==> src/rtl/pwr_seq_pkg.sv <==
package pwr_seq_pkg;

   localparam int MODE_W = 2;

   typedef enum logic [1:0] {
      MODE_ACTIVE = 2'd0,
      MODE_DOZE   = 2'd1,
      MODE_NAP    = 2'd2,
      MODE_SLEEP  = 2'd3
   } pwr_mode_e;

   typedef enum logic [3:0] {
      ST_IDLE,
      ST_PICK,
      ST_DN_CORE,
      ST_DN_PLL,
      ST_DN_VLOW,
      ST_DN_ISO,
      ST_DN_SAVE,
      ST_DN_SW,
      ST_UP_SW,
      ST_UP_SETTLE,
      ST_UP_RESTORE,
      ST_UP_VNOM,
      ST_UP_PLL,
      ST_UP_CORE
   } seq_state_e;

   typedef struct packed {
      logic core_clk_en;
      logic pll_en;
      logic snoop_en;
      logic lowv_req;
      logic core_sw_en;
      logic iso_en;
      logic ret_save;
      logic ret_restore;
   } pwr_ctl_t;

   localparam pwr_ctl_t CTL_RESET = '{
      core_clk_en: 1'b1,
      pll_en:      1'b1,
      snoop_en:    1'b1,
      lowv_req:    1'b0,
      core_sw_en:  1'b1,
      iso_en:      1'b0,
      ret_save:    1'b0,
      ret_restore: 1'b0
   };

endpackage

==> src/rtl/pwr_ack_sync.sv <==
module pwr_ack_sync #(
   parameter int STAGES = 2
) (
   input  logic clk,
   input  logic rst_n,
   input  logic d,
   output logic q
);

   if (STAGES < 0 || STAGES > 4) begin : g_bad_stages
      $error("pwr_ack_sync: STAGES must lie in 0..4");
   end

   if (STAGES == 0) begin : g_pass
      assign q = d;
   end else if (STAGES == 1) begin : g_one
      logic ff_q;
      always_ff @(posedge clk or negedge rst_n) begin
         if (!rst_n) ff_q <= 1'b0;
         else        ff_q <= d;
      end
      assign q = ff_q;
   end else begin : g_chain
      logic [STAGES-1:0] sh_q;
      always_ff @(posedge clk or negedge rst_n) begin
         if (!rst_n) sh_q <= '0;
         else        sh_q <= {sh_q[STAGES-2:0], d};
      end
      assign q = sh_q[STAGES-1];
   end

endmodule

==> src/rtl/pwr_settle_timer.sv <==
module pwr_settle_timer #(
   parameter int W = 8
) (
   input  logic         clk,
   input  logic         rst_n,
   input  logic         start,
   input  logic [W-1:0] load,
   output logic         done
);

   if (W < 1 || W > 24) begin : g_bad_width
      $error("pwr_settle_timer: W must lie in 1..24");
   end

   logic [W-1:0] cnt_q;
   logic         run_q;

   always_ff @(posedge clk or negedge rst_n) begin
      if (!rst_n) begin
         cnt_q <= '0;
         run_q <= 1'b0;
      end else if (start) begin
         cnt_q <= load;
         run_q <= 1'b1;
      end else if (run_q) begin
         if (cnt_q == '0) run_q <= 1'b0;
         else             cnt_q <= cnt_q - 1'b1;
      end
   end

   assign done = run_q && (cnt_q == '0);

   // a nonzero settle time never finishes in the cycle after it starts
   a_r6_no_early_done: assert property (@(posedge clk) disable iff (!rst_n)
      (start && load != '0) |=> !done);

   // completion is reported for a single cycle
   a_r6_done_single: assert property (@(posedge clk) disable iff (!rst_n)
      (done && !start) |=> !done);

endmodule

==> src/rtl/pwr_mode_seq.sv <==
module pwr_mode_seq
   import pwr_seq_pkg::*;
#(
   parameter int SETTLE_W    = 8,
   parameter int SYNC_STAGES = 2
) (
   input  logic                clk,
   input  logic                rst_n,
   input  logic                req_valid,
   input  logic [1:0]          req_mode,
   input  logic [SETTLE_W-1:0] settle_cycles,
   input  logic                clk_ack,
   input  logic                pwr_ack,
   output logic                core_clk_en,
   output logic                pll_en,
   output logic                snoop_en,
   output logic                lowv_req,
   output logic                core_sw_en,
   output logic                iso_en,
   output logic                ret_save,
   output logic                ret_restore,
   output logic [1:0]          cur_mode,
   output logic                busy
);

   if (SETTLE_W < 1 || SETTLE_W > 24) begin : g_bad_settle
      $error("pwr_mode_seq: SETTLE_W must lie in 1..24");
   end
   if (SYNC_STAGES < 0 || SYNC_STAGES > 4) begin : g_bad_sync
      $error("pwr_mode_seq: SYNC_STAGES must lie in 0..4");
   end

   logic clk_ack_s;
   logic pwr_ack_s;

   pwr_ack_sync #(.STAGES(SYNC_STAGES)) u_clk_sync (
      .clk   (clk),
      .rst_n (rst_n),
      .d     (clk_ack),
      .q     (clk_ack_s)
   );

   pwr_ack_sync #(.STAGES(SYNC_STAGES)) u_pwr_sync (
      .clk   (clk),
      .rst_n (rst_n),
      .d     (pwr_ack),
      .q     (pwr_ack_s)
   );

   seq_state_e        st_q;
   pwr_ctl_t          ctl_q;
   logic [MODE_W-1:0] lvl_q;
   logic [MODE_W-1:0] tgt_q;
   logic [MODE_W-1:0] mode_q;
   logic              busy_q;
   logic              settle_start;
   logic              settle_done;

   assign settle_start = (st_q == ST_UP_SW) && pwr_ack_s;

   pwr_settle_timer #(.W(SETTLE_W)) u_settle (
      .clk   (clk),
      .rst_n (rst_n),
      .start (settle_start),
      .load  (settle_cycles),
      .done  (settle_done)
   );

   always_ff @(posedge clk or negedge rst_n) begin
      if (!rst_n) begin
         st_q   <= ST_IDLE;
         ctl_q  <= CTL_RESET;
         lvl_q  <= MODE_ACTIVE;
         tgt_q  <= MODE_ACTIVE;
         mode_q <= MODE_ACTIVE;
         busy_q <= 1'b0;
      end else begin
         case (st_q)
            ST_IDLE: begin
               if (req_valid && (req_mode != mode_q)) begin
                  tgt_q  <= req_mode;
                  busy_q <= 1'b1;
                  st_q   <= ST_PICK;
               end
            end
            ST_PICK: begin
               if (lvl_q < tgt_q) begin
                  case (lvl_q)
                     MODE_ACTIVE: begin
                        ctl_q.core_clk_en <= 1'b0;
                        st_q              <= ST_DN_CORE;
                     end
                     MODE_DOZE: begin
                        ctl_q.pll_en   <= 1'b0;
                        ctl_q.snoop_en <= 1'b0;
                        st_q           <= ST_DN_PLL;
                     end
                     default: begin
                        ctl_q.iso_en <= 1'b1;
                        st_q         <= ST_DN_ISO;
                     end
                  endcase
               end else if (lvl_q > tgt_q) begin
                  case (lvl_q)
                     MODE_SLEEP: begin
                        ctl_q.core_sw_en <= 1'b1;
                        st_q             <= ST_UP_SW;
                     end
                     MODE_NAP: begin
                        ctl_q.lowv_req <= 1'b0;
                        st_q           <= ST_UP_VNOM;
                     end
                     default: begin
                        ctl_q.core_clk_en <= 1'b1;
                        st_q              <= ST_UP_CORE;
                     end
                  endcase
               end else begin
                  mode_q <= tgt_q;
                  busy_q <= 1'b0;
                  st_q   <= ST_IDLE;
               end
            end
            ST_DN_CORE: begin
               if (clk_ack_s) begin
                  lvl_q <= MODE_DOZE;
                  st_q  <= ST_PICK;
               end
            end
            ST_DN_PLL: begin
               if (clk_ack_s) begin
                  ctl_q.lowv_req <= 1'b1;
                  st_q           <= ST_DN_VLOW;
               end
            end
            ST_DN_VLOW: begin
               if (pwr_ack_s) begin
                  lvl_q <= MODE_NAP;
                  st_q  <= ST_PICK;
               end
            end
            ST_DN_ISO: begin
               ctl_q.ret_save <= 1'b1;
               st_q           <= ST_DN_SAVE;
            end
            ST_DN_SAVE: begin
               ctl_q.ret_save   <= 1'b0;
               ctl_q.core_sw_en <= 1'b0;
               st_q             <= ST_DN_SW;
            end
            ST_DN_SW: begin
               if (pwr_ack_s) begin
                  lvl_q <= MODE_SLEEP;
                  st_q  <= ST_PICK;
               end
            end
            ST_UP_SW: begin
               if (pwr_ack_s) st_q <= ST_UP_SETTLE;
            end
            ST_UP_SETTLE: begin
               if (settle_done) begin
                  ctl_q.ret_restore <= 1'b1;
                  st_q              <= ST_UP_RESTORE;
               end
            end
            ST_UP_RESTORE: begin
               ctl_q.ret_restore <= 1'b0;
               ctl_q.iso_en      <= 1'b0;
               lvl_q             <= MODE_NAP;
               st_q              <= ST_PICK;
            end
            ST_UP_VNOM: begin
               if (pwr_ack_s) begin
                  ctl_q.pll_en   <= 1'b1;
                  ctl_q.snoop_en <= 1'b1;
                  st_q           <= ST_UP_PLL;
               end
            end
            ST_UP_PLL: begin
               if (clk_ack_s) begin
                  lvl_q <= MODE_DOZE;
                  st_q  <= ST_PICK;
               end
            end
            ST_UP_CORE: begin
               if (clk_ack_s) begin
                  lvl_q <= MODE_ACTIVE;
                  st_q  <= ST_PICK;
               end
            end
            default: st_q <= ST_IDLE;
         endcase
      end
   end

   assign core_clk_en = ctl_q.core_clk_en;
   assign pll_en      = ctl_q.pll_en;
   assign snoop_en    = ctl_q.snoop_en;
   assign lowv_req    = ctl_q.lowv_req;
   assign core_sw_en  = ctl_q.core_sw_en;
   assign iso_en      = ctl_q.iso_en;
   assign ret_save    = ctl_q.ret_save;
   assign ret_restore = ctl_q.ret_restore;
   assign cur_mode    = mode_q;
   assign busy        = busy_q;

   // the PLL never runs down while the core clock still runs
   a_r2_core_before_pll: assert property (@(posedge clk) disable iff (!rst_n)
      !pll_en |-> !core_clk_en);

   // a lowered supply is only asked for with PLL and snooping stopped
   a_r3_lowv_clocks_off: assert property (@(posedge clk) disable iff (!rst_n)
      lowv_req |-> (!pll_en && !snoop_en));

   // an open core switch always has its outputs clamped
   a_r4_off_isolated: assert property (@(posedge clk) disable iff (!rst_n)
      !core_sw_en |-> iso_en);

   // the save strobe lasts a single cycle
   a_r4_save_single: assert property (@(posedge clk) disable iff (!rst_n)
      ret_save |=> !ret_save);

   // the switch opens right after the save strobe
   a_r4_open_after_save: assert property (@(posedge clk) disable iff (!rst_n)
      $fell(core_sw_en) |-> $past(ret_save));

   // the restore strobe lasts a single cycle
   a_r5_restore_single: assert property (@(posedge clk) disable iff (!rst_n)
      ret_restore |=> !ret_restore);

   // clamps come off only right after the restore
   a_r5_iso_after_restore: assert property (@(posedge clk) disable iff (!rst_n)
      $fell(iso_en) |-> $past(ret_restore));

   // restore follows a completed settle count
   a_r6_restore_after_settle: assert property (@(posedge clk) disable iff (!rst_n)
      $rose(ret_restore) |-> $past(settle_done));

   // supply step holds until its acknowledge
   a_r7_wait_switch: assert property (@(posedge clk) disable iff (!rst_n)
      (st_q == ST_DN_SW && !pwr_ack_s) |=> (st_q == ST_DN_SW));

   // clock step holds until its acknowledge
   a_r7_wait_core: assert property (@(posedge clk) disable iff (!rst_n)
      (st_q == ST_DN_CORE && !clk_ack_s) |=> (st_q == ST_DN_CORE));

   // the reported mode moves only when busy drops
   a_r8_mode_at_done: assert property (@(posedge clk) disable iff (!rst_n)
      !$stable(cur_mode) |-> $fell(busy));

   // a request during a sequence leaves the target alone
   a_r9_busy_ignores: assert property (@(posedge clk) disable iff (!rst_n)
      (busy && req_valid) |=> $stable(tgt_q));

endmodule

==> config.mk <==
export PLATFORM = sky130hd
export DESIGN_NAME = pwr_mode_seq
export DESIGN_NICKNAME = d
export VERILOG_FILES = /design/src/rtl/pwr_seq_pkg.sv /design/src/rtl/pwr_ack_sync.sv /design/src/rtl/pwr_settle_timer.sv /design/src/rtl/pwr_mode_seq.sv
export SDC_FILE = /design/constraint.sdc
export NUM_CORES = 1
export LEC_CHECK = 0
export BUFFER_PORTS_ARGS = -buffer_cell sky130_fd_sc_hd__buf_2
export CORE_ASPECT_RATIO = 0.6
export CORE_MARGIN = 2
export CORE_UTILIZATION = 61
export CTS_CLUSTER_DIAMETER = 50
export CTS_CLUSTER_SIZE = 8
export DETAILED_ROUTE_END_ITERATION = 16
export GPL_ROUTABILITY_DRIVEN = 1
export PLACE_DENSITY_LB_ADDON = 0.25
export SYNTH_ARGS = -nofsm -noshare
export SYNTH_HDL_FRONTEND = slang
export SYNTH_SLANG_ARGS = --single-unit
==> constraint.sdc <==
create_clock -name clk -period 3.3 [get_ports clk]
set_input_delay 0.33 -clock clk [delete_from_list [all_inputs] [get_ports clk]]
set_output_delay 0.33 -clock clk [all_outputs]
set_load 0.05 [all_outputs]
# Word-level counts from Yosys, hierarchy flattened

Cells that the tools add are included.

Memories: 0
Output and inout bits: 11
Register bits after elaboration: 32
Bits in read-only memories: 0
Word-level logic and storage cells: 141
Latch bits: 0
Bits in writable memories: 0
Input bits: 15

Muxes and demuxes: 47
Multipliers: 0
Shifts and indexed selects: 0
Equality and inequality tests: 39
Reduce and logical (&&, ||, !) cells: 33
Bitwise logic cells: 2
Order comparisons: 2
Div/mod/pow operators: 0
Add/sub/neg operators: 1

Operators by type and width:

| operator            | count |
|---|---|
| $pmux 4 s11         | 1 |
| $mux 4              | 9 |
| $ne 2x1->1 const B  | 14 |
| $eq 4x4->1 const B  | 6 |
| $mux 8              | 3 |
| $reduce_bool 2->1   | 9 |
| $eq 4x3->1 const B  | 4 |
| $mux 1              | 16 |
| $mux 2              | 8 |
| $ne 2x2->1 const B  | 8 |
| $reduce_and 4->1    | 4 |
| $pmux 1 s2          | 6 |
| $pmux 3 s2          | 2 |
| $pmux 2 s5          | 1 |
| $reduce_and 5->1    | 2 |
| $eq 4x2->1 const B  | 2 |
| $logic_not 8->1     | 1 |
| $reduce_or 2->1     | 4 |
| $sub 8x1->8 const B | 1 |
| $reduce_and 7->1    | 1 |
| $reduce_and 2->1    | 3 |
| $reduce_and 3->1    | 2 |
| $reduce_bool 5->1   | 1 |
| $eq 2x2->1 const B  | 2 |
| other kinds (11)    | 14 |

# Longest topological paths before layout

Gate-level depths: netlist of run 1.

Depth after elaboration: 5
Mapped depth: 8
Gate-level depth less buffers: 7

# By module

A second synthesis of run 1 with hierarchy kept.

Cells, all modules: 202
Area, all modules: 1,859.3 µm²

By module, submodules not included:

| module           | cells each | sequential area each (µm²) | area each (µm²) | instances |
|---|---|---|---|---|
| pwr_mode_seq     | 139        | 454.2                      | 1,199.9         | 1 |
| pwr_settle_timer | 59         | 225.2                      | 559.3           | 1 |
| pwr_ack_sync     | 2          | 50.0                       | 50.0            | 2 |

# Worst setup path before layout of run 1

Ideal clock, no wire load.

Path kind: reg-to-reg
Start: reg u_settle.cnt_q[2]
End: reg st_q[0]
Buffers on the path: 0
Period minus slack after synthesis: 1.997 ns
Setup slack: 1.303 ns
Stages on the path, launching flop included: 6
Arrival: 1.872 ns
Setup time: 0.125 ns
Data required time: 3.175 ns
Path through: dfrtp_1 or4_4 nor2_4 nand2_1 a311o_2 mux2_4

Longest elaborated chain between the ends: 4

RTL lines:

| item                              | line                   | source |
|---|---|---|
| from (decl)                       | pwr_settle_timer.sv:15 | `logic [W-1:0] cnt_q;` |
| from (signal assigned)            | pwr_settle_timer.sv:23 | `cnt_q <= load;` |
| from (signal assigned)            | pwr_settle_timer.sv:27 | `else cnt_q <= cnt_q - 1'b1;` |
| $logic_not 8->1                   | pwr_settle_timer.sv:31 | `assign done = run_q && (cnt_q == '0);` |
| $logic_and 1x1->1                 | pwr_settle_timer.sv:31 |  |
| $ne 2x2->1 (no source line)       | -                      |  |
| $reduce_and 7->1 (no source line) | -                      |  |
| to (signal assigned)              | pwr_mode_seq.sv:71     | `st_q <= ST_IDLE;` |
| to (signal assigned)              | pwr_mode_seq.sv:83     | `st_q <= ST_PICK;` |
| to (signal assigned)              | pwr_mode_seq.sv:91     | `st_q <= ST_DN_CORE;` |
| to (decl)                         | pwr_mode_seq.sv:50     | `seq_state_e st_q;` |

Every way passes these cells.
A chain may end at the register's enable or synchronous reset.

# Worst setup path in the final report of run 1

Start: reg lvl_q[1]
End: reg, netlist name lowv_req

Longest elaborated chain between the ends: 3
Elaborated cells on any way between the ends: 7
Those cells by class: order compare (2); eq/ne (4); reduce/logical (1)

RTL lines:

| item                                                      | line                | source |
|---|---|---|
| from (decl)                                               | pwr_mode_seq.sv:52  | `logic [MODE_W-1:0] lvl_q;` |
| from (signal assigned)                                    | pwr_mode_seq.sv:73  | `lvl_q <= MODE_ACTIVE;` |
| from (signal assigned)                                    | pwr_mode_seq.sv:126 | `lvl_q <= MODE_DOZE;` |
| from (signal assigned)                                    | pwr_mode_seq.sv:138 | `lvl_q <= MODE_NAP;` |
| $gt 2x2->1, or another cell as far along                  | pwr_mode_seq.sv:103 | `end else if (lvl_q > tgt_q) begin` |
| $ne 2x2->1 (no source line) or $ne 2x1->1 (tied branches) | -                   |  |
| $reduce_and 5->1 (no source line) (*)                     | -                   |  |

Mark *: on every way between the ends. The rest lies on a longest branch, timed or not.

==> impl_metrics.yaml, run 1 <==
outcome:
  outcome: "complete, no violations"
floorplanning:
  ios: 26
  fp.dieH_microns: 45.9
  rows: 15
  dieArea_sq_um: 3380
  fp.coreArea_sq_um: 2820
  die_w_microns: 73.7
  start_util_pct: 63.2
grt:
  grt_max_degree: 32
  antenna_found_initial: 0
  grt_use_total_pct: 26.7
  grt_pass1_vias: 1382
  gr-total-overflow: 0
  grt_pass1_wl_microns: 6480
synth:
  synth_top_cell_area_share_pct: 39.4
  synthFlopType: "dfrtp_1"
  async_flop_share_pct: 100
  synth-seq-cells: 31
  yosysMostFrequentCell: "dfrtp_1"
  avgSynthCellArea_sq_um: 9.18
  synth-edff-count: 0
  yosys-top-cells-count: "dfrtp_1, nor2_1, a21oi_1"
  synth-seq-area-share_pct: 43.8
  syn_area_sq_um: 1780
  synth_top_area_cell: "dfrtp_1"
  syn-num-nets: 213
  yosysUniqueCellTypes: 49
  syn_inst: 194
  synthTopCellsByArea: "dfrtp_1, nor2_1, a21oi_1"
  yosysWarnings: 0
detailed_routing:
  dr_total_vias: 1535
  via_per_inst: 6.09
  detail_route.wl_per_cell_microns: 16.0
  wirelength_microns: 4030
  drtAntennaViolNets: 0
  drt-pass1-iter-count: 4
  drcViolationCount: 0
  drt_iter0_drc: 222
sta:
  period_minus_slack_ns: 2.25
  period_share_pct: 68.0
  slew_violations: 0
  setup_viol: 0
  tightest_slew_ns: 0.675
  setup_tns_ns: 0
  rsz0062_at_grt: "false"
  max_slew_margin_pct: 55.0
  finClkSkew_ns: 0.00646
  report.final.hold_viol_count: 0
  timing.fmax_mhz: 445
setup_path:
  critPathMaxFanout: 13
  path_buf_inv: 0
  reg2reg_from: "lvl_q[1]"
  critPathRequiredTime_ns: 3.48
  crit_path_start: "lvl_q[1]"
  cp-start-kind: "register"
  arrival_ns: 2.43
  critPathSlowestCell: "or4b_1"
  critPathTopFamily: "simple AND/OR/NAND/NOR gates"
  max_stage_delay_ns: 0.53
  critPathKind: "reg -> reg"
  end_kind: "register"
  path_cells: "ha_1 -> nor2b_1 -> o21ai_0 -> or4b_1 -> a22o_1"
cts:
  post_cts_buffers: 0
  clockRootBuffer: "clkbuf_8"
  clk_pin_slew_worst_paths_ns: 0.07
  cts-htree-levels: 2
  cts_tree: "built"
  insertion_delay_ns: 0.29
  clk_path_buf_depth: 2
  cts.sinks: 31
  numCtsBuffers: 5
  ctsHoldBuffers: 0
  cts_resized: 0
placed_design:
  gp_congestion: 0.998
  port_buffers: 25
  post-dp-hpwl_microns: 2840
  post_dp_cell_area_sq_um: 1890
power:
  leakage_nw: 0.895
  power_density_nw_per_um2: 1150
  peakVddDrop_uv: 688
  power.total_mw: 2.30
min_path:
  hold_path_class: "in -> async"
layout:
  final_nets: 236
  drive_gt1_share_pct: 22.5
  antenna_cells: 0
  fill_cells: 210
  synthToLayoutAreaGrowth_pct: 12.6
  stdcell_area_sq_um: 2000
run:
  drv_cap: 0
routing by layer:
layer,track usage [%],vias to the layer above,wire (microns)
met5,0,-,0
met4,7.27,0,72
met3,10.4,11,348
met2,35.9,72,1660
met1,39.7,720,1940
li1,-,732,-
cell type report:
type	count	area [sq um]	share of cell area, %
Multi-Input combinational cell	145	906	45.2
Clock inverter	2	35.0	1.75
Clock buffer	6	82.6	4.12
Inverter	9	33.8	1.69
Timing Repair Buffer	25	125	6.24
Tap cell	34	42.5	2.12
Sequential cell	31	779	38.9
where the power goes:
part | internal (mW) | switching, mW
Clock | 0.244 | 0.148
Sequential | 0.544 | 0.215
Combinational | 0.457 | 0.692
per-stage QoR:
step / cells / hold WS [ns] / util (%) / setup slack, ns
after detailed placement: 244 / 0.335 / 67.0 / 1.11
final: 252 / 0.0697 / 71.2 / 1.05
after global routing: 252 / 0.117 / 71.2 / 0.912
after CTS: 252 / 0.102 / 71.2 / 1.09
after global placement: 244 / 0.333 / 67.0 / 1.17
after floorplan: 194 / 0.0344 / - / 1.30
layout by cell type (no fill, tap or decap), types with 2 or more instances in the layout:
cell type and count:
or3_1 3, nand2b_1 4, mux2i_1 2, ha_1 4, o21ai_0 11, or2_2 2
nand3_1 4, xor2_1 5, dfrtp_1 28, xnor2_1 5, nor2_1 25, a22o_1 2
a21oi_1 17, mux2_2 2, clkbuf_8 6, nand2_1 14, buf_2 25, nor2b_1 5
mux2_4 2, nor3_1 9, nor4_1 2, a31oi_1 4, dfstp_2 3, inv_1 9
state kept, by name, summed over array words and instances, names as in the netlist:
register                 flops
busy                         1
core_clk_en                  1
core_sw_en                   1
cur_mode                     2
iso_en                       1
lowv_req                     1
lvl_q                        2
pll_en                       1
ret_restore                  1
ret_save                     1
st_q                         4
tgt_q                        2
u_clk_sync.g_chain.sh_q      2
u_pwr_sync.g_chain.sh_q      2
u_settle.cnt_q               8
u_settle.run_q               1
cell families after synthesis:
family,after synthesis,share of synthesized area [%]
simple gates,76,21.6
mux,7,4.71
xor+xnor,10,4.92
fa+ha+maj,4,2.81
flops,31,43.8
compound gates,48,16.9
buf+inv,18,5.34
path summary, 6_finish.rpt:
path,endpoint,slack [ns],cells after the start
worst max-delay path,lowv_req,1.05,5
worst min-delay path,cur_mode[1],0.07,1
worst max register to register,lowv_req,1.05,5
worst min register to register,u_pwr_sync.g_chain.sh_q[1],0.35,0
max in group asynchronous,st_q[3],2.78,1
min in group clk,u_pwr_sync.g_chain.sh_q[0],0.15,1
(Power assumes the default switching activity.)
==> run 2: changes to the inputs <==
- ABC_AREA: not set -> 1
- CORE_UTILIZATION: 61 -> 51
- clock period: 3.3 -> 1.83 ns (I/O delays scaled with it)
==> run 2 against run 1 <==
Compared with the run above:
- first-iteration DRC count shrank 40%
- register-to-register slack lost 0.86 ns
- flip-flop and latch count is the same
- final area grew 8.0%
- cell count grew 37%
- wire length grew 6.4%
- global-route usage shrank 2.5 points
- power grew 82%
- clock skew is essentially flat
- clock power grew 41%
- critical path type unchanged
==> impl_metrics.yaml, run 2 <==
setup_path:
  critPathMaxFanout: 7
  max_stage_delay_ns: 0.46
  end_kind: "register"
  crit_top_cell: "nand2_1"
  critPathRequiredTime_ns: 2.07
  critPathSlowestCell: "dfrtp_2"
  cp-start-kind: "register"
  path_cells: "ha_1 -> nand2_1 -> nand2_2 -> a21oi_1 -> o21ai_0 -> nand2_1 -> nand3_1 -> nand2_1"
  arrival_ns: 1.88
  critPathKind: "reg -> reg"
placed_design:
  post-dp-hpwl_microns: 3280
  post_dp_cell_area_sq_um: 2040
  dp.cells: 335
  gp_congestion: 0.954
  port_buffers: 25
layout:
  antenna_cells: 0
  largest_reg_flops: 8
  final_common_cell: "nand2_1"
  final_nets: 319
  final_cell_mix: "nand2_1, inv_1, nand3_1"
  drive_gt1_share_pct: 20.9
  largestRegisters: "u_settle.cnt_q (8), st_q (4)"
  synthToLayoutAreaGrowth_pct: 17.2
  stdcell_area_sq_um: 2160
  top_register: "u_settle.cnt_q"
  final_cells: 346
power:
  power_switching_mw: 2.18
  p_sw_share_pct: 52.2
  leakage_nw: 1.18
  peakVddDrop_uv: 930
  intPower_mw: 1.99
  pwr-share-seq_pct: 29.2
  p_clk_share_pct: 13.2
  p_comb_share_pct: 57.6
  power_density_nw_per_um2: 1930
  power.total_mw: 4.18
min_path:
  hold_path_class: "in -> reg"
cts:
  clk_pin_slew_worst_paths_ns: 0.07
  insertion_delay_ns: 0.30
  post_cts_buffers: 0
  cts.sinks: 31
  cts_tree: "built"
  clk_path_buf_depth: 2
  numCtsBuffers: 5
  clockRootBuffer: "clkbuf_8"
  cts-htree-levels: 2
synth:
  yosysWarnings: 0
  syn_inst: 263
  synth_top_area_cell: "dfrtp_1"
  yosysUniqueCellTypes: 23
  async_flop_share_pct: 100
  synth-seq-area-share_pct: 42.2
  syn-num-nets: 282
  synth_top_cell_area_share_pct: 37.9
  avgSynthCellArea_sq_um: 7.02
  synth-edff-count: 0
  syn_area_sq_um: 1850
  synth-seq-cells: 31
  synthFlopType: "dfrtp_1"
  yosys-top-cells-count: "nand2_1, inv_1, nand3_1"
  synthTopCellsByArea: "dfrtp_1, nand2_1, nand3_1"
  yosysMostFrequentCell: "nand2_1"
sta:
  period_minus_slack_ns: 1.63
  timing.fmax_mhz: 612
  max_slew_margin_pct: 54.1
  finClkSkew_ns: 0.00613
  slew_violations: 0
  period_share_pct: 89.3
  rsz0062_at_grt: "false"
  setup_tns_ns: 0
  setup_viol: 0
  tightest_slew_ns: 0.689
  report.final.hold_viol_count: 0
floorplanning:
  start_util_pct: 54.9
  fp.coreArea_sq_um: 3360
  rows: 16
  ios: 26
  dieArea_sq_um: 4130
  die_w_microns: 81.7
  fp.dieH_microns: 50.6
grt:
  grt_max_degree: 32
  grt_pass1_vias: 1601
  gr-total-overflow: 0
  antenna_found_initial: 0
  grt_pass1_wl_microns: 7350
  grt_use_total_pct: 24.2
detailed_routing:
  wirelength_microns: 4290
  drtAntennaViolNets: 0
  drt-pass1-iter-count: 5
  via_per_inst: 5.20
  detail_route.wl_per_cell_microns: 12.4
  drcViolationCount: 0
  drt_iter0_drc: 133
  dr_total_vias: 1799
run:
  drv_cap: 0
outcome:
  outcome: "complete, no violations"
run 2: final timing paths:
| kind | start | to | slack (ns) | depth (start not counted) |
|---|---|---|---|---|
| worst max-delay path | lvl_q[1] | st_q[2] | 0.20 | 8 |
| worst min-delay path | settle_cycles[5] | u_settle.cnt_q[5] | 0.11 | 3 |
| worst max register to register | lvl_q[1] | st_q[2] | 0.20 | 8 |
| worst min register to register | u_clk_sync.g_chain.sh_q[0] | u_clk_sync.g_chain.sh_q[1] | 0.35 | 0 |
| max in group asynchronous | rst_n | lvl_q[1] | 0.88 | 2 |
| min in group asynchronous | rst_n | u_settle.cnt_q[1] | 0.46 | 2 |
run 2: worst max-delay path, delay by kind of cell, from the launching register on:
kind	cells	cell delay, ns
flops	1	0.46
compound gates	2	0.42
simple gates	5	0.40
fa+ha+maj	1	0.32
run 2: power by group through the flow:
| stage | Combinational (mW) | Sequential (mW) | Clock, mW |
|---|---|---|---|
| after floorplan | 1.53 | 1.49 | 0 |
| after detailed placement | 2.35 | 1.22 | 0 |
| after CTS | 2.36 | 1.21 | 0.556 |
| final | 2.40 | 1.22 | 0.551 |
| after global routing | 2.73 | 1.25 | 0.590 |
| after global placement | 2.32 | 1.21 | 0 |
run 2: cell type report:
type / count / area, sq um
clock buffers: 5 / 68.8
clock inverters: 3 / 20.0
fillers: 296 / 1200
inverters: 40 / 150
multi-input cells: 189 / 896
flip-flops and latches: 31 / 781
well taps: 45 / 56.3
repair buffers: 33 / 193
run 2: kinds of logic after synthesis:
family	count (synthesis)	synth area share, %
simple gates	156	36.2
xor+xnor	1	0.474
flops	31	42.2
fa+ha+maj	4	2.71
buf+inv	43	9.55
compound gates	28	8.87
run 2: timing repair:
item	CTS	global route
resized for setup	0	3
endpoints found under the hold margin	30	0
hold buffers	3	0
setup endpoints to repair	0	4
run 2: metal layers:
| layer | up-vias | GRT usage, % | share of wire (%) |
|---|---|---|---|
| li1 | 912 | - | - |
| met1 | 799 | 37.9 | 51 |
| met2 | 80 | 31.0 | 37 |
| met3 | 8 | 7.19 | 11 |
| met4 | 0 | 8.06 | 1.3 |
| met5 | - | 0 | 0 |
run 2: per-stage QoR:
step | hold WS [ns] | utilization (%) | worst slack (ns)
final | 0.112 | 64.4 | 0.196
after global routing | 0.130 | 64.4 | 0.0420
after CTS | 0.108 | 64.2 | 0.107
after detailed placement | 0.276 | 60.6 | 0.112
after global placement | 0.268 | 60.6 | 0.198
after floorplan | -0.113 | - | 0.294
==> run 3: changes to the inputs <==
- ABC_AREA: 1 -> not set
- CAP_MARGIN: not set -> 40
==> run 3 against run 2 <==
Compared with the run above:
- the run now ends with negative setup slack left
- non-clock buffer count grew 40
- largest power group unchanged
- critical path type unchanged
- critical endpoint is now st_q[0]
- die area is 3.4% lower
- clock power down 3%
- register-to-register slack got worse by 0.36 ns
- combinational power grew 43%
- flip-flop and latch count did not move
- clock skew shrank 0.00087 ns
==> impl_metrics.yaml, run 3 (synthesis gave the netlist of run 1 again) <==
run:
  drv_cap: 0
detailed_routing:
  detail_route.wl_per_cell_microns: 17.5
  drcViolationCount: 0
  wirelength_microns: 5460
  via_per_inst: 5.71
  dr_total_vias: 1776
  drt-pass1-iter-count: 5
  drtAntennaViolNets: 0
  drt_iter0_drc: 244
setup_path:
  end_kind: "register"
  critPathKind: "reg -> reg"
  critPathTopFamily: "simple AND/OR/NAND/NOR gates"
  path_buf_inv: 1
  critPathSlowestCell: "dfrtp_1"
  path_cells: "inv_2 -> ha_1 -> or3b_4 -> nor2_4 -> nand2_2 -> a311o_2 -> mux2_4"
  critPathMaxFanout: 3
  cp-start-kind: "register"
  critPathRequiredTime_ns: 2.01
  max_stage_delay_ns: 0.41
  arrival_ns: 2.17
grt:
  antenna_found_initial: 0
  grt_pass1_wl_microns: 8250
  grt_max_degree: 32
  grt_pass1_vias: 1644
  gr-total-overflow: 0
  grt_use_total_pct: 28.5
layout:
  final_common_cell: "buf_4"
  drive_gt1_share_pct: 44.7
  antenna_cells: 0
  final_nets: 284
  top_register: "u_settle.cnt_q"
  largest_reg_flops: 8
  multiInputGateArea_sq_um: 1040
  synthToLayoutAreaGrowth_pct: 40.1
  final_cell_mix: "buf_4, dfrtp_1, buf_2"
  seq_area_sq_um: 779
  fill_cells: 229
  stdcell_area_sq_um: 2490
  largestRegisters: "u_settle.cnt_q (8), st_q (4)"
placed_design:
  gp_congestion: 0.960
  post_dp_cell_area_sq_um: 2220
  post-dp-hpwl_microns: 3830
  port_buffers: 25
power:
  power_switching_mw: 2.34
  peakVddDrop_uv: 1260
  p_comb_share_pct: 65.8
  leakage_nw: 1.14
  p_clk_share_pct: 10.3
  pwr-share-seq_pct: 24.0
  p_sw_share_pct: 45.0
  intPower_mw: 2.86
  power_density_nw_per_um2: 2080
cts:
  cts_tree: "built"
  clk_pin_slew_worst_paths_ns: 0.07
  clockRootBuffer: "clkbuf_8"
  cts.sinks: 31
  numCtsBuffers: 5
  clk_path_buf_depth: 2
  insertion_delay_ns: 0.29
  cts-htree-levels: 2
sta:
  max_slew_margin_pct: 52.4
  setup_viol: 9
  slew_violations: 0
  timing.fmax_mhz: 502
  period_minus_slack_ns: 1.99
  rsz0062_at_grt: "true"
  report.final.hold_viol_count: 0
  setup_tns_ns: -0.795
  finClkSkew_ns: 0.00526
  finalWorstSetupSlack_ns: -0.163
  period_share_pct: 109
  tightest_slew_ns: 0.713
floorplanning:
  start_util_pct: 53.9
  fp.coreArea_sq_um: 3300
  rows: 16
  fp.dieH_microns: 49.8
  die_w_microns: 80.3
  ios: 26
  dieArea_sq_um: 4000
outcome:
  violations: "negative setup slack"
  outcome: "finished, violations left"
min_path:
  hold_path_class: "in -> reg"
[run 3: cell count changes in the layout (fill, tap and decap cells not counted), sizes merged, moves of 6 or more]
cell	previous run	this run
nand2	89	14
inv	40	9
buf	30	70
nand3	29	4
nor3	3	9
a21oi	5	17
[run 3: final cells by class]
cell class,instances,area share [%]
clock buffers,5,2.76
inverters,9,1.35
clock inverters,3,0.602
repair buffers,73,20.2
flip-flops and latches,31,31.2
multi-input cells,145,41.6
well taps,45,2.26
[run 3: worst paths after layout]
kind	start	endpoint	cells past startpoint	slack, ns
max	u_settle.cnt_q[0]	st_q[0]	7	-0.16
min	settle_cycles[1]	u_settle.cnt_q[1]	3	0.13
max reg2reg	u_settle.cnt_q[0]	st_q[0]	7	-0.16
min reg2reg	u_pwr_sync.g_chain.sh_q[0]	u_pwr_sync.g_chain.sh_q[1]	0	0.35
max in group asynchronous	rst_n	ret_save	2	0.90
min in group asynchronous	rst_n	iso_en	2	0.47
[run 3: worst min-delay path, stage by stage]
cell	delay, ns
buf_2	0.07
nor2_1	0.04
a21oi_2	0.08
[run 3: what timing repair did]
action | in CTS | in global routing
endpoints found under the hold margin | 30 | 0
resized for setup | 10 | 22
pin swaps | 3 | 12
buffers inserted | 2 | 1
hold buffers | 3 | 0
setup endpoints to repair | 13 | 16
[run 3: routing by layer]
layer  part of all wire (%)  GRT usage (%)  up-vias
li1                       -              -      823
met1                     46           43.5      856
met4                    1.2           9.32        0
met5                      0              0        -
met3                    8.1           7.14        8
met2                     44           39.2       89
[run 3: per-stage QoR]
step	utilization (%)	cells	setup WS [ns]	power [mW]	hold WS [ns]
final	75.5	311	-0.163	5.19	0.131
after global routing	75.5	311	-0.200	5.50	0.152
after CTS	72.0	310	-0.123	4.82	0.142
after detailed placement	67.2	297	-0.135	4.14	0.271
after global placement	67.2	297	-0.101	4.04	0.254
after floorplan	-	194	-0.0784	3.01	-0.113
[run 3: power by group through the flow]
stage	registers, mW	logic, mW	clock network [mW]
detailed placement	1.21	2.93	0
global route	1.27	3.66	0.573
global placement	1.19	2.85	0
floorplan	1.45	1.56	0
finish	1.25	3.42	0.532
CTS	1.21	3.08	0.529
